File: config.mk
export PLATFORM = sky130hd
export DESIGN_NAME = undef_trap_unit
export DESIGN_NICKNAME = d
export VERILOG_FILES = /design/src/rtl/trap_pkg.sv /design/src/rtl/trap_prefix_tracker.sv /design/src/rtl/trap_stack_seq.sv /design/src/rtl/trap_status_reg.sv /design/src/rtl/undef_trap_unit.sv
export SDC_FILE = /design/constraint.sdc
export NUM_CORES = 1
export LEC_CHECK = 0
export ABC_AREA = 1
export BUFFER_PORTS_ARGS = -buffer_cell sky130_fd_sc_hd__buf_2
export CELL_PAD_IN_SITES_DETAIL_PLACEMENT = 0
export CELL_PAD_IN_SITES_GLOBAL_PLACEMENT = 2
export CORE_UTILIZATION = 29
export DETAILED_ROUTE_END_ITERATION = 10
export PLACE_DENSITY = 0.9
export SYNTH_ARGS = -nofsm -noshare
export SYNTH_HDL_FRONTEND = slang
export SYNTH_SLANG_ARGS = --single-unit
File: constraint.sdc
create_clock -name clk_i -period 2.4 [get_ports clk_i]
set_input_delay 0.24 -clock clk_i [delete_from_list [all_inputs] [get_ports clk_i]]
set_output_delay 0.24 -clock clk_i [all_outputs]
set_load 0.005 [all_outputs]
File: src/rtl/trap_pkg.sv
package trap_pkg;
  localparam int unsigned ADDR_W = 16;
  localparam int unsigned BYTE_W = 8;

  localparam logic [BYTE_W-1:0] OP_BIT  = 8'hCB;
  localparam logic [BYTE_W-1:0] OP_EXT  = 8'hED;
  localparam logic [BYTE_W-1:0] OP_IDXA = 8'hDD;
  localparam logic [BYTE_W-1:0] OP_IDXB = 8'hFD;

  localparam int unsigned CSR_TRAP_BIT = 7;
  localparam int unsigned CSR_POS_BIT  = 6;

  typedef enum logic [2:0] {
    PFX_NONE,
    PFX_BIT,
    PFX_EXT,
    PFX_IDX,
    PFX_IDXBIT
  } pfx_state_t;

  typedef enum logic [2:0] {
    SEQ_IDLE,
    SEQ_TRAP,
    SEQ_WAIT,
    SEQ_PUSH_HI,
    SEQ_PUSH_LO,
    SEQ_VECTOR
  } seq_state_t;
endpackage

File: src/rtl/trap_prefix_tracker.sv
module trap_prefix_tracker
  import trap_pkg::*;
#(
  parameter logic [255:0] UNDEF_BIT    = 256'h00FF000000000000,
  parameter logic [255:0] UNDEF_EXT    = {64'hFFFFFFFFFFFFFFFF, 192'h0},
  parameter logic [255:0] UNDEF_IDX    = 256'h1FF,
  parameter logic [255:0] UNDEF_IDXBIT = 256'h3F
) (
  input  logic              clk,
  input  logic              rst_n,
  input  logic              accept,
  input  logic [BYTE_W-1:0] op_byte,
  output logic              hit,
  output logic              hit_third
);
  pfx_state_t st_q, st_d;

  always_comb begin
    st_d      = st_q;
    hit       = 1'b0;
    hit_third = 1'b0;
    if (accept) begin
      unique case (st_q)
        PFX_NONE: begin
          if (op_byte == OP_BIT)                          st_d = PFX_BIT;
          else if (op_byte == OP_EXT)                     st_d = PFX_EXT;
          else if (op_byte == OP_IDXA || op_byte == OP_IDXB) st_d = PFX_IDX;
          else                                            st_d = PFX_NONE;
        end
        PFX_BIT: begin
          hit  = UNDEF_BIT[op_byte];
          st_d = PFX_NONE;
        end
        PFX_EXT: begin
          hit  = UNDEF_EXT[op_byte];
          st_d = PFX_NONE;
        end
        PFX_IDX: begin
          if (op_byte == OP_BIT) begin
            st_d = PFX_IDXBIT;
          end else begin
            hit  = UNDEF_IDX[op_byte];
            st_d = PFX_NONE;
          end
        end
        PFX_IDXBIT: begin
          hit       = UNDEF_IDXBIT[op_byte];
          hit_third = UNDEF_IDXBIT[op_byte];
          st_d      = PFX_NONE;
        end
        default: st_d = PFX_NONE;
      endcase
    end
  end

  always_ff @(posedge clk or negedge rst_n) begin
    if (!rst_n) st_q <= PFX_NONE;
    else        st_q <= st_d;
  end
endmodule

File: src/rtl/trap_stack_seq.sv
module trap_stack_seq
  import trap_pkg::*;
#(
  parameter int unsigned      IDLE_CYCLES = 3,
  parameter logic [ADDR_W-1:0] VECTOR     = '0
) (
  input  logic              clk,
  input  logic              rst_n,
  input  logic              start,
  input  logic [ADDR_W-1:0] pc_in,
  input  logic [ADDR_W-1:0] sp_in,
  output logic              busy,
  output logic              mem_wr,
  output logic [ADDR_W-1:0] mem_addr,
  output logic [BYTE_W-1:0] mem_wdata,
  output logic              sp_load,
  output logic [ADDR_W-1:0] sp_next,
  output logic              redirect,
  output logic [ADDR_W-1:0] redirect_addr
);
  localparam int unsigned CNT_W = (IDLE_CYCLES < 2) ? 1 : $clog2(IDLE_CYCLES);
  localparam logic [CNT_W-1:0] CNT_LOAD = CNT_W'(IDLE_CYCLES - 1);

  seq_state_t        st_q, st_d;
  logic [CNT_W-1:0]  cnt_q, cnt_d;
  logic              cnt_en;
  logic [ADDR_W-1:0] pc_q, sp_q;
  logic              cap_en;
  logic [ADDR_W-1:0] sp_m1, sp_m2;

  assign cap_en = start && (st_q == SEQ_IDLE);
  assign sp_m1  = sp_q - ADDR_W'(1);
  assign sp_m2  = sp_q - ADDR_W'(2);

  always_comb begin
    st_d   = st_q;
    cnt_d  = cnt_q;
    cnt_en = 1'b0;
    unique case (st_q)
      SEQ_IDLE:    if (start) st_d = SEQ_TRAP;
      SEQ_TRAP: begin
        st_d   = SEQ_WAIT;
        cnt_d  = CNT_LOAD;
        cnt_en = 1'b1;
      end
      SEQ_WAIT: begin
        if (cnt_q == '0) begin
          st_d = SEQ_PUSH_HI;
        end else begin
          cnt_d  = cnt_q - CNT_W'(1);
          cnt_en = 1'b1;
        end
      end
      SEQ_PUSH_HI: st_d = SEQ_PUSH_LO;
      SEQ_PUSH_LO: st_d = SEQ_VECTOR;
      SEQ_VECTOR:  st_d = SEQ_IDLE;
      default:     st_d = SEQ_IDLE;
    endcase
  end

  always_ff @(posedge clk or negedge rst_n) begin
    if (!rst_n) begin
      st_q  <= SEQ_IDLE;
      cnt_q <= '0;
      pc_q  <= '0;
      sp_q  <= '0;
    end else begin
      st_q <= st_d;
      if (cnt_en) cnt_q <= cnt_d;
      if (cap_en) begin
        pc_q <= pc_in;
        sp_q <= sp_in;
      end
    end
  end

  assign busy          = (st_q != SEQ_IDLE);
  assign mem_wr        = (st_q == SEQ_PUSH_HI) || (st_q == SEQ_PUSH_LO);
  assign mem_addr      = (st_q == SEQ_PUSH_HI) ? sp_m1 : sp_m2;
  assign mem_wdata     = (st_q == SEQ_PUSH_HI) ? pc_q[ADDR_W-1 -: BYTE_W] : pc_q[BYTE_W-1:0];
  assign sp_load       = (st_q == SEQ_PUSH_LO);
  assign sp_next       = sp_m2;
  assign redirect      = (st_q == SEQ_VECTOR);
  assign redirect_addr = VECTOR;
endmodule

File: src/rtl/trap_status_reg.sv
module trap_status_reg
  import trap_pkg::*;
(
  input  logic              clk,
  input  logic              rst_n,
  input  logic              trap_set,
  input  logic              third_byte,
  input  logic              wr,
  input  logic              wtrap,
  output logic [BYTE_W-1:0] rdata
);
  logic trap_q, trap_d, pos_q;

  always_comb begin
    trap_d = trap_q;
    if (wr && !wtrap) trap_d = 1'b0;
    if (trap_set)     trap_d = 1'b1;
  end

  always_ff @(posedge clk or negedge rst_n) begin
    if (!rst_n) begin
      trap_q <= 1'b0;
      pos_q  <= 1'b0;
    end else begin
      trap_q <= trap_d;
      if (trap_set) pos_q <= third_byte;
    end
  end

  always_comb begin
    rdata               = '0;
    rdata[CSR_TRAP_BIT] = trap_q;
    rdata[CSR_POS_BIT]  = pos_q;
  end
endmodule

File: src/rtl/undef_trap_unit.sv
module undef_trap_unit
  import trap_pkg::*;
#(
  parameter int unsigned  IDLE_CYCLES  = 3,
  parameter logic [255:0] UNDEF_BIT    = 256'h00FF000000000000,
  parameter logic [255:0] UNDEF_EXT    = {64'hFFFFFFFFFFFFFFFF, 192'h0},
  parameter logic [255:0] UNDEF_IDX    = 256'h1FF,
  parameter logic [255:0] UNDEF_IDXBIT = 256'h3F
) (
  input  logic              clk_i,
  input  logic              rst_n_i,
  input  logic              fetch_vld_i,
  input  logic [BYTE_W-1:0] fetch_byte_i,
  input  logic [ADDR_W-1:0] fetch_pc_i,
  input  logic [ADDR_W-1:0] sp_i,
  output logic              busy_o,
  output logic              mem_wr_o,
  output logic [ADDR_W-1:0] mem_addr_o,
  output logic [BYTE_W-1:0] mem_wdata_o,
  output logic              sp_load_o,
  output logic [ADDR_W-1:0] sp_next_o,
  output logic              redirect_o,
  output logic [ADDR_W-1:0] redirect_addr_o,
  input  logic              csr_wr_i,
  input  logic              csr_wtrap_i,
  output logic [BYTE_W-1:0] csr_rdata_o
);
  logic rst_meta_q, rst_sync_q;
  logic accept, hit, hit_third, busy;

  always_ff @(posedge clk_i or negedge rst_n_i) begin
    if (!rst_n_i) begin
      rst_meta_q <= 1'b0;
      rst_sync_q <= 1'b0;
    end else begin
      rst_meta_q <= 1'b1;
      rst_sync_q <= rst_meta_q;
    end
  end

  assign accept = fetch_vld_i && !busy;

  trap_prefix_tracker #(
    .UNDEF_BIT   (UNDEF_BIT),
    .UNDEF_EXT   (UNDEF_EXT),
    .UNDEF_IDX   (UNDEF_IDX),
    .UNDEF_IDXBIT(UNDEF_IDXBIT)
  ) u_pfx (
    .clk      (clk_i),
    .rst_n    (rst_sync_q),
    .accept   (accept),
    .op_byte  (fetch_byte_i),
    .hit      (hit),
    .hit_third(hit_third)
  );

  trap_stack_seq #(
    .IDLE_CYCLES(IDLE_CYCLES),
    .VECTOR     ('0)
  ) u_seq (
    .clk          (clk_i),
    .rst_n        (rst_sync_q),
    .start        (hit),
    .pc_in        (fetch_pc_i),
    .sp_in        (sp_i),
    .busy         (busy),
    .mem_wr       (mem_wr_o),
    .mem_addr     (mem_addr_o),
    .mem_wdata    (mem_wdata_o),
    .sp_load      (sp_load_o),
    .sp_next      (sp_next_o),
    .redirect     (redirect_o),
    .redirect_addr(redirect_addr_o)
  );

  trap_status_reg u_csr (
    .clk       (clk_i),
    .rst_n     (rst_sync_q),
    .trap_set  (hit),
    .third_byte(hit_third),
    .wr        (csr_wr_i),
    .wtrap     (csr_wtrap_i),
    .rdata     (csr_rdata_o)
  );

  assign busy_o = busy;
endmodule

[Yosys cells after proc, flatten, opt, wreduce, memory -nomap -nowiden]
Memories as Yosys holds them, arrays and structs flattened.
Index checks and enable logic that the tools add are counted.
Storage, ports and cells
  memories kept: 4
  ROM bits: 1024
  output and inout bits: 68
  register bits: 44
Cells by class
  multiplexer cells: 25
  reduce and logical (&&, ||, !) cells: 15
  add/subtract/negate cells: 3
  eq/ne operators: 16
  $lt $le $gt $ge: 1
Memories
  (no name shown): depth 256, width 1, read ports 1, clocked after Yosys merged registers in 0, write ports 0, line trap_prefix_tracker.sv:31  | hit = UNDEF_BIT[op_byte];
  (no name shown): depth 256, width 1, read ports 1, clocked after Yosys merged registers in 0, write ports 0, line trap_prefix_tracker.sv:35  | hit = UNDEF_EXT[op_byte];
  (no name shown): depth 256, width 1, read ports 1, clocked after Yosys merged registers in 0, write ports 0, line trap_prefix_tracker.sv:42  | hit = UNDEF_IDX[op_byte];
  (no name shown): depth 256, width 1, read ports 1, clocked after Yosys merged registers in 0, write ports 0, line trap_prefix_tracker.sv:47  | hit = UNDEF_IDXBIT[op_byte];
Operators with widths (count)
  $eq A8 B8 Y1 const B: 4
  $mux W16: 1
  $sub A16 B1 Y16 const B: 1
  $sub A16 B2 Y16 const B: 1
  $mux W3: 5
  $pmux W3 S5: 1
  $eq A3 B2 Y1 const B: 4
  $mux W1: 11
  $eq A3 B3 Y1 const B: 3
  $lt A8 B9 Y1 const B: 1
  $mux W8: 1
  $eq A3 B1 Y1 const B: 2
  $logic_not A3 Y1: 2
  $pmux W3 S2: 1
  $mux W2: 2
  $ne A2 B1 Y1 const B: 2
  $pmux W1 S4: 1
  $pmux W2 S2: 1
  $reduce_bool A2 Y1: 2
  $logic_and A1 B1 Y1: 3
  $reduce_and A3 Y1: 1
  $reduce_bool A3 Y1: 1
  $logic_not A1 Y1: 2
  $logic_not A2 Y1: 1
  other kinds (5): 6

[Depth between registers and ports, before layout]
Gate-level depths: netlist (run 1).
  depth after elaboration: 7
  gate-level depth with buffers: 12
  gate-level depth less buffers: 11

[By module]
From an unflattened synthesis (run 1), not the netlist that was laid out.
Second synthesis, totals
  cells, all modules: 438
  area total of the unflattened synthesis: 3044.2 um2
By module, submodules not included
  trap_stack_seq: area each 2531.2 um2, times used 1, seq. area each 925.9 um2, cells an instance 359
  trap_prefix_tracker: area each 305.3 um2, times used 1, seq. area each 75.1 um2, cells an instance 55
  trap_status_reg: area each 143.9 um2, times used 1, seq. area each 50.0 um2, cells an instance 19
  undef_trap_unit: area each 63.8 um2, times used 1, seq. area each 50.0 um2, cells an instance 5

[Worst setup path after synthesis (run 1)]
OpenSTA, ideal clock, no wires.
  kind: flip-flop to output port
  from: reg u_seq.sp_q[1]
  to: out mem_addr_o[15]
  arrival: 1.568 ns
  cell stages (with the launch flop): 10
  path buffers: 0
  setup slack: 0.592 ns
  cells stage by stage: dfrtp_1 -> inv_1 -> ha_1 -> nand2_1 -> nor2_4 -> nand3_4 -> nor2_4 -> nand2_2 -> nor2_1 -> xor2_1
Between the ends
  word-level cells in the longest chain between the ends: 2
  elaborated cells on any way between the ends: 3
  classes of those cells: add/sub: 2; mux: 1
Ends and longest elaborated chain
  from (decl): line trap_stack_seq.sv:27  | logic [ADDR_W-1:0] pc_q, sp_q;
  from (signal assigned): line trap_stack_seq.sv:72  | sp_q <= sp_in;
  $sub A16 B2 Y16 or $sub A16 B1 Y16 (tied branches): line trap_stack_seq.sv:33, trap_stack_seq.sv:32
  $mux W16 (*): line trap_stack_seq.sv:79  | assign mem_addr = (st_q == SEQ_PUSH_HI) ? sp_m1 : sp_m2;
  to (decl): line undef_trap_unit.sv:18  | output logic [ADDR_W-1:0] mem_addr_o,
Every way passes the cells marked *; elsewhere a longest branch is shown, timed or not.

[Final worst setup path (run 1)]
  from: reg u_seq.sp_q[2]
  to: out mem_addr_o[15]
The elaborated chain is that of the path after synthesis.

==> results of run 1 <==
-- metal layers --
layer,track usage,routed length (um),share of wire
met5,0,0,0
met2,0.226,3350,0.47
met3,0.0250,361,0.051
met1,0.170,3300,0.46
met4,0.0483,114,0.016
-- synth_stat cells (all sizes together) --
cell,n,area (um2)
o21ai,26,160
or2,1,6.26
clkbuf,1,3.75
nand2,158,727
xnor2,4,35.0
inv,42,168
xor2,17,149
a21oi,5,25.0
a31oi,2,12.5
ha,4,50.1
dfrtp,44,1100
buf,32,283
nand4,3,18.8
clkinv,1,3.75
conb,2,7.51
o22ai,1,6.26
nor3,5,30.0
nand3,13,90.1
nor2,40,190
-- logic make-up after synthesis --
| kind of cell | after synthesis |
|---|---|
| buf+inv | 76 |
| xor+xnor | 21 |
| simple gates | 220 |
| compound gates | 34 |
| other cells | 2 |
| flops | 44 |
| fa+ha+maj | 4 |
-- worst min path at each step --
| stage | slack (ns) | cells after the start | start | end |
|---|---|---|---|---|
| CTS | 0.12 | 3 | fetch_pc_i[10] | u_seq.pc_q[10] |
| global placement | 0.03 | 1 | rst_n_i | rst_meta_q |
| global route | 0.11 | 3 | fetch_pc_i[11] | u_seq.pc_q[11] |
| floorplan | -0.06 | 0 | rst_n_i | rst_meta_q |
| finish | 0.13 | 3 | fetch_pc_i[3] | u_seq.pc_q[3] |
| detailed placement | 0.03 | 1 | rst_n_i | rst_meta_q |
-- final cells by class --
class,instances,share of cell area
tap,136,0.0468
inverter,43,0.0478
timing repair buffer,97,0.139
multi-input combinational,302,0.440
clock buffer,6,0.0200
sequential,44,0.303
clock inverter,2,0.00344
-- power groups by stage --
| stage | Combinational [W] | Clock (W) | Sequential (W) |
|---|---|---|---|
| finish | 0.000948 | 0.000471 | 0.00101 |
| global route | 0.00108 | 0.000522 | 0.00103 |
| CTS | 0.000946 | 0.000498 | 0.00101 |
| detailed placement | 0.000942 | 0 | 0.00102 |
| global placement | 0.000938 | 0 | 0.00102 |
| floorplan | 0.000622 | 0 | 0.000985 |
-- worst max-delay path, cell delays in order (launching register included) --
cell and delay [ns]:
dfrtp_1 0.42, inv_2 0.11, ha_2 0.19, nand2_1 0.08, nor2_4 0.16, nand3_4 0.13, nor2_4 0.17, nand2_2 0.08
nor2_2 0.09, xor2_1 0.14, buf_2 0.12
-- per-stage QoR --
step           area, um2  setup WS, ns  utilization  hold slack, ns
6_report            3640         0.160        0.354           0.128
5_1_grt             3640       0.00399        0.354           0.114
4_1_cts             3590       0.00505        0.349           0.118
3_5_place_dp        3500         0.351        0.340          0.0349
3_3_place_gp        3500         0.417        0.340          0.0276
2_1_floorplan       3150         0.592            -         -0.0556
-- registers in the layout, indices dropped and copies added, names as in the netlist --
| name | flops |
|---|---|
| rst_meta_q | 1 |
| rst_sync_q | 1 |
| u_csr.pos_q | 1 |
| u_csr.trap_q | 1 |
| u_pfx.st_q | 3 |
| u_seq.cnt_q | 2 |
| u_seq.pc_q | 16 |
| u_seq.sp_q | 16 |
| u_seq.st_q | 3 |
-- repair_timing --
item                                    4_1_cts  5_1_grt
gates resized for setup                       0        7
endpoints found under the hold margin         2        0
hold buffers                                  1        0
buffers inserted                              0        4
endpoints found under the setup margin        0       10
==> impl_results.md, run 1 <==
- Status: finished with violations
- Failing checks: DRC
- Hold Violations, Final: 0
- Crit path from: u_seq.sp_q[2]
- Die Y: 105 um
- I/O pins: approximately 110
- Synth cell types: 33
- Remaining Overflow, GRT: 0
- Final Max Slew Viols: 0
- Xor/xnor cell area share of the yosys netlist: 0.0600
- Placed cell count: 617
- Worst r2r path cells: 9
- Required @ worst endpoint: approximately 2.2 ns
- Most common cell after layout, fill and taps aside: nand2_1
- Non-filler cells, final: 630
- Leakage power: approximately 2 nW
- Synth Area in Compound Gates: 0.0665
- CTS root buf: clkbuf_8
- Filler instances: about 1100
- Post-Synth Simple-Gate Area: 0.346
- Htree depth: 2
- Clk pwr share: 0.194
- Comb power frac: 0.391
- Max VDD drop: roughly 0.25 mV
- DRC viols: 4
- Port bufs: 90
- Pin count of the biggest net entering global routing: 43
- Startpoint types: register
- Sw Ratio: 0.399
- CTS buffer count: 5
- Critical Path Sink: mem_addr_o[15]
- Setup slack, reg-to-reg: between 0.6 and 0.7 ns
- Later-pin clock latency in the skew report: 0.30 ns
- Final total power: 0.00242 W
- TritonRoute pass-1 iters: 7
- Area grow syn2layout: 18.6%
- Tmin final: around 2.2 ns
- Clock Skew: 0.00812 ns
- CTS tree: yes
- Hold Crit Class: input port to register
- Initial core utilization: 0.298
- Mapped cell area: a little over 3000 um2
- DP HPWL: 5480 um
- Main combinational cell family by area after synthesis: simple AND/OR/NAND/NOR gates
- Headroom to the max-slew limit: 0.362
- Storage cell area: between 1000 and 1500 um2
- Synth Area in Adders: 0.0163
- First-pass GRT wire length: around 12000 um
- # clock sinks: 44
- # setup viols final: 0
- Die area: roughly 11000 um2
- Detailed Route WL: 7120 um
- Post-synthesis sequential area ratio: 0.359
- Crit. End Element: output pin
- Setup TNS: 0 ns
- Post-Syn Area per Cell: around 7.6 um2
- Psw: about 0.00097 W
- Power per Cell Area: approximately 670 nW/um2
- Drt wl/cell: about 11 um
- RSZ-0062 raised after global routing: false
- Vias: around 2600
- # nets final: about 540
- Die width: approximately 100 um
- R2R Path Start: u_seq.st_q[0]
- Synth Register Bits: between 40 and 50
- Vias in the first global route: between 2000 and 2500
- Vias/cell: ~4.2
- Tcrit/Tclk final: 0.933
- Clk buf depth: 2
- RR Endpoint: u_seq.sp_q[0]
- Share of post-route cells with drive strength above 1: 0.348
- Sequential power share: 0.415
- Yosys warns: 0
- Crit path max fanout: 5
- Most frequent cells in the layout: nand2_1 (120), buf_2 (90), dfrtp_1 (43)
- GPL Wtd Cong: around 0.83
- Initial antenna violation count: 0
- Crit Path Class: register to output pin
- Slew @ Worst Pin: 0.957 ns
- Ant. Diodes: 0
- P_int: around 0.0015 W
- Area of the multi-input gates: between 1500 and 2000 um2
- Placeable Area: roughly 10000 um2
- Syn Inst Count: 401
- ANT nets after route: 0
- Fmax: ~450 MHz
- Max-Cap Viols: 0
- Worst-path clk slew: around 0.09 ns
- Gr usage total: 0.134
- Mux contribution to synthesized area: 0
- Row count: 37
- Crit path DAT: roughly 2 ns
- Initial DRC Count: 130
Power figures use the tool's default switching activity.
==> run 2: changes to the inputs <==
- CORE_UTILIZATION: 29 -> 23
- PLACE_DENSITY: 0.9 -> 0.78
- SLEW_MARGIN: not set -> 20
- clock period: 2.4 -> 1.9 ns (I/O delays scaled with it)
==> impl_results.md, run 2 (same netlist as run 1, synthesis figures left out) <==
- First-pass GRT wire length: about 13000 um
- Storage cell area: 1110 um2
- Final non-filler cell area: roughly 4300 um2
- Detailed Route WL: 8230 um
- Hold Crit Class: input port to register
- Die width: approximately 120 um
- # clock sinks: between 40 and 50
- Gr usage total: 0.116
- Setup ws final: -0.148 ns
- Worst-path clk slew: roughly 0.07 ns
- Share of post-route cells with drive strength above 1: 0.480
- Later-pin clock latency in the skew report: between 0.2 and 0.3 ns
- GPL Wtd Cong: between 0.8 and 0.9
- Placeable Area: 12800 um2
- R2R Path Start: u_seq.st_q[0]
- Max VDD drop: slightly below 0.4 mV
- Vias in the first global route: about 2700
- Fin util: 0.333
- ANT nets after route: 0
- Port bufs: 90
- Initial core utilization: 0.239
- Setup TNS: -0.826 ns
- Most frequent cells in the layout: nand2_1 (106), buf_2 (89), nand2_2 (43)
- Drt wl/cell: roughly 12 um
- Leakage power: ~2.3 nW
- Area grow syn2layout: 39.3%
- Status: finished with violations
- Startpoint types: register
- Clk buf depth: 2
- Biggest regs: u_seq.pc_q (16), u_seq.sp_q (16)
- DP HPWL: about 6000 um
- Filler instances: about 1400
- Setup slack, reg-to-reg: roughly 0.3 ns
- Clock Skew: about 0.011 ns
- Max-Cap Viols: 0
- Tcrit/Tclk final: 1.08
- Power per Cell Area: approximately 860 nW/um2
- CTS root buf: clkbuf_16
- Remaining Overflow, GRT: 0
- Place WS: 0.0416 ns
- Post-DP Area: roughly 3700 um2
- Fmax: 488 MHz
- Row count: between 40 and 50
- RSZ-0062 raised after global routing: true
- Most common cell after layout, fill and taps aside: nand2_1
- Required @ worst endpoint: 1.71 ns
- Vias/cell: 4.02
- Htree depth: 2
- GR Util met2: 0.196
- # setup viols final: 13
- Die area: 13800 um2
- Initial DRC Count: approximately 110
- Crit path from: u_seq.sp_q[2]
- Crit path DAT: 1.86 ns
- RR Endpoint: u_seq.pc_q[5]
- Final Max Slew Viols: 0
- Failing checks: setup timing
- DRC viols: 0
- Met3 Use GR: 0.0257
- Hold Violations, Final: 0
- Initial antenna violation count: 0
- Crit path max fanout: 5
- CTS buffer count: 5
- Pin count of the biggest net entering global routing: 27
- GRT busiest layer: met2
- Area of the multi-input gates: 1810 um2
- Die Y: 117 um
- Tmin final: approximately 2.0 ns
- CTS tree: yes
- I/O pins: 113
- Crit. End Element: output pin
- Vias: ~2800
- Routing usage on met1: 0.151
- Crit Path Class: register to output pin
- Ant. Diodes: 0
- # nets final: ~570
- Critical Path Sink: mem_addr_o[9]
- Worst r2r path cells: 10
- TritonRoute pass-1 iters: 4
run 2: area by class of cell:
type | count | area share
clock inverters | 3 | 0.00439
multi-input cells | 302 | 0.423
repair buffers | 128 | 0.189
flip-flops and latches | 44 | 0.260
inverters | 43 | 0.0436
well taps | 172 | 0.0504
clock buffers | 5 | 0.0293
run 2: per-layer routing:
| layer | up-vias | part of all wire |
|---|---|---|
| met4 | 0 | 0.015 |
| li1 | 1423 | - |
| met2 | 75 | 0.48 |
| met3 | 8 | 0.053 |
| met5 | - | 0 |
| met1 | 1299 | 0.45 |
run 2: stage by stage:
stage | hold WS [ns] | cells | total power (W)
2_1_floorplan | -0.106 | 422 | 0.00203
3_3_place_gp | -0.0232 | 667 | 0.00257
3_5_place_dp | -0.0233 | 667 | 0.00258
4_1_cts | 0.0988 | 682 | 0.00350
5_1_grt | 0.110 | 697 | 0.00393
6_report | 0.101 | 697 | 0.00367
run 2: worst min path at each step:
stage / from / endpoint / slack [ns] / cells past startpoint
after floorplan: rst_n_i / rst_meta_q / -0.11 / 0
after global placement: rst_n_i / rst_meta_q / -0.02 / 1
after detailed placement: rst_n_i / rst_meta_q / -0.02 / 1
after CTS: fetch_pc_i[11] / u_seq.pc_q[11] / 0.1 / 3
after global routing: sp_i[5] / u_seq.sp_q[5] / 0.11 / 3
final: fetch_pc_i[4] / u_seq.pc_q[4] / 0.10 / 3
run 2: where the power goes:
part	leakage (nW)	switching, W	internal, W
Combinational	1.65	0.000841	0.000677
Sequential	0.548	0.000178	0.00110
Clock	0.0736	0.000384	0.000486
Total	2.27	0.00140	0.00226
run 2: repair_timing:
item	4_1_cts	5_1_grt
resized for setup	23	63
gates cloned	0	0
buffers inserted	6	15
endpoints found under the hold margin	2	0
endpoints found under the setup margin	24	29
pin swaps	7	22
hold buffers	1	0
run 2: critical path, stage by stage, from the launching register on:
cell	delay (ns)
dfrtp_1	0.41
inv_2	0.11
buf_6	0.11
ha_4	0.12
nand2_4	0.05
nor2_4	0.19
nand3_2	0.15
nand2_2	0.10
xor2_1	0.14
inv_1	0.05
buf_2	0.12
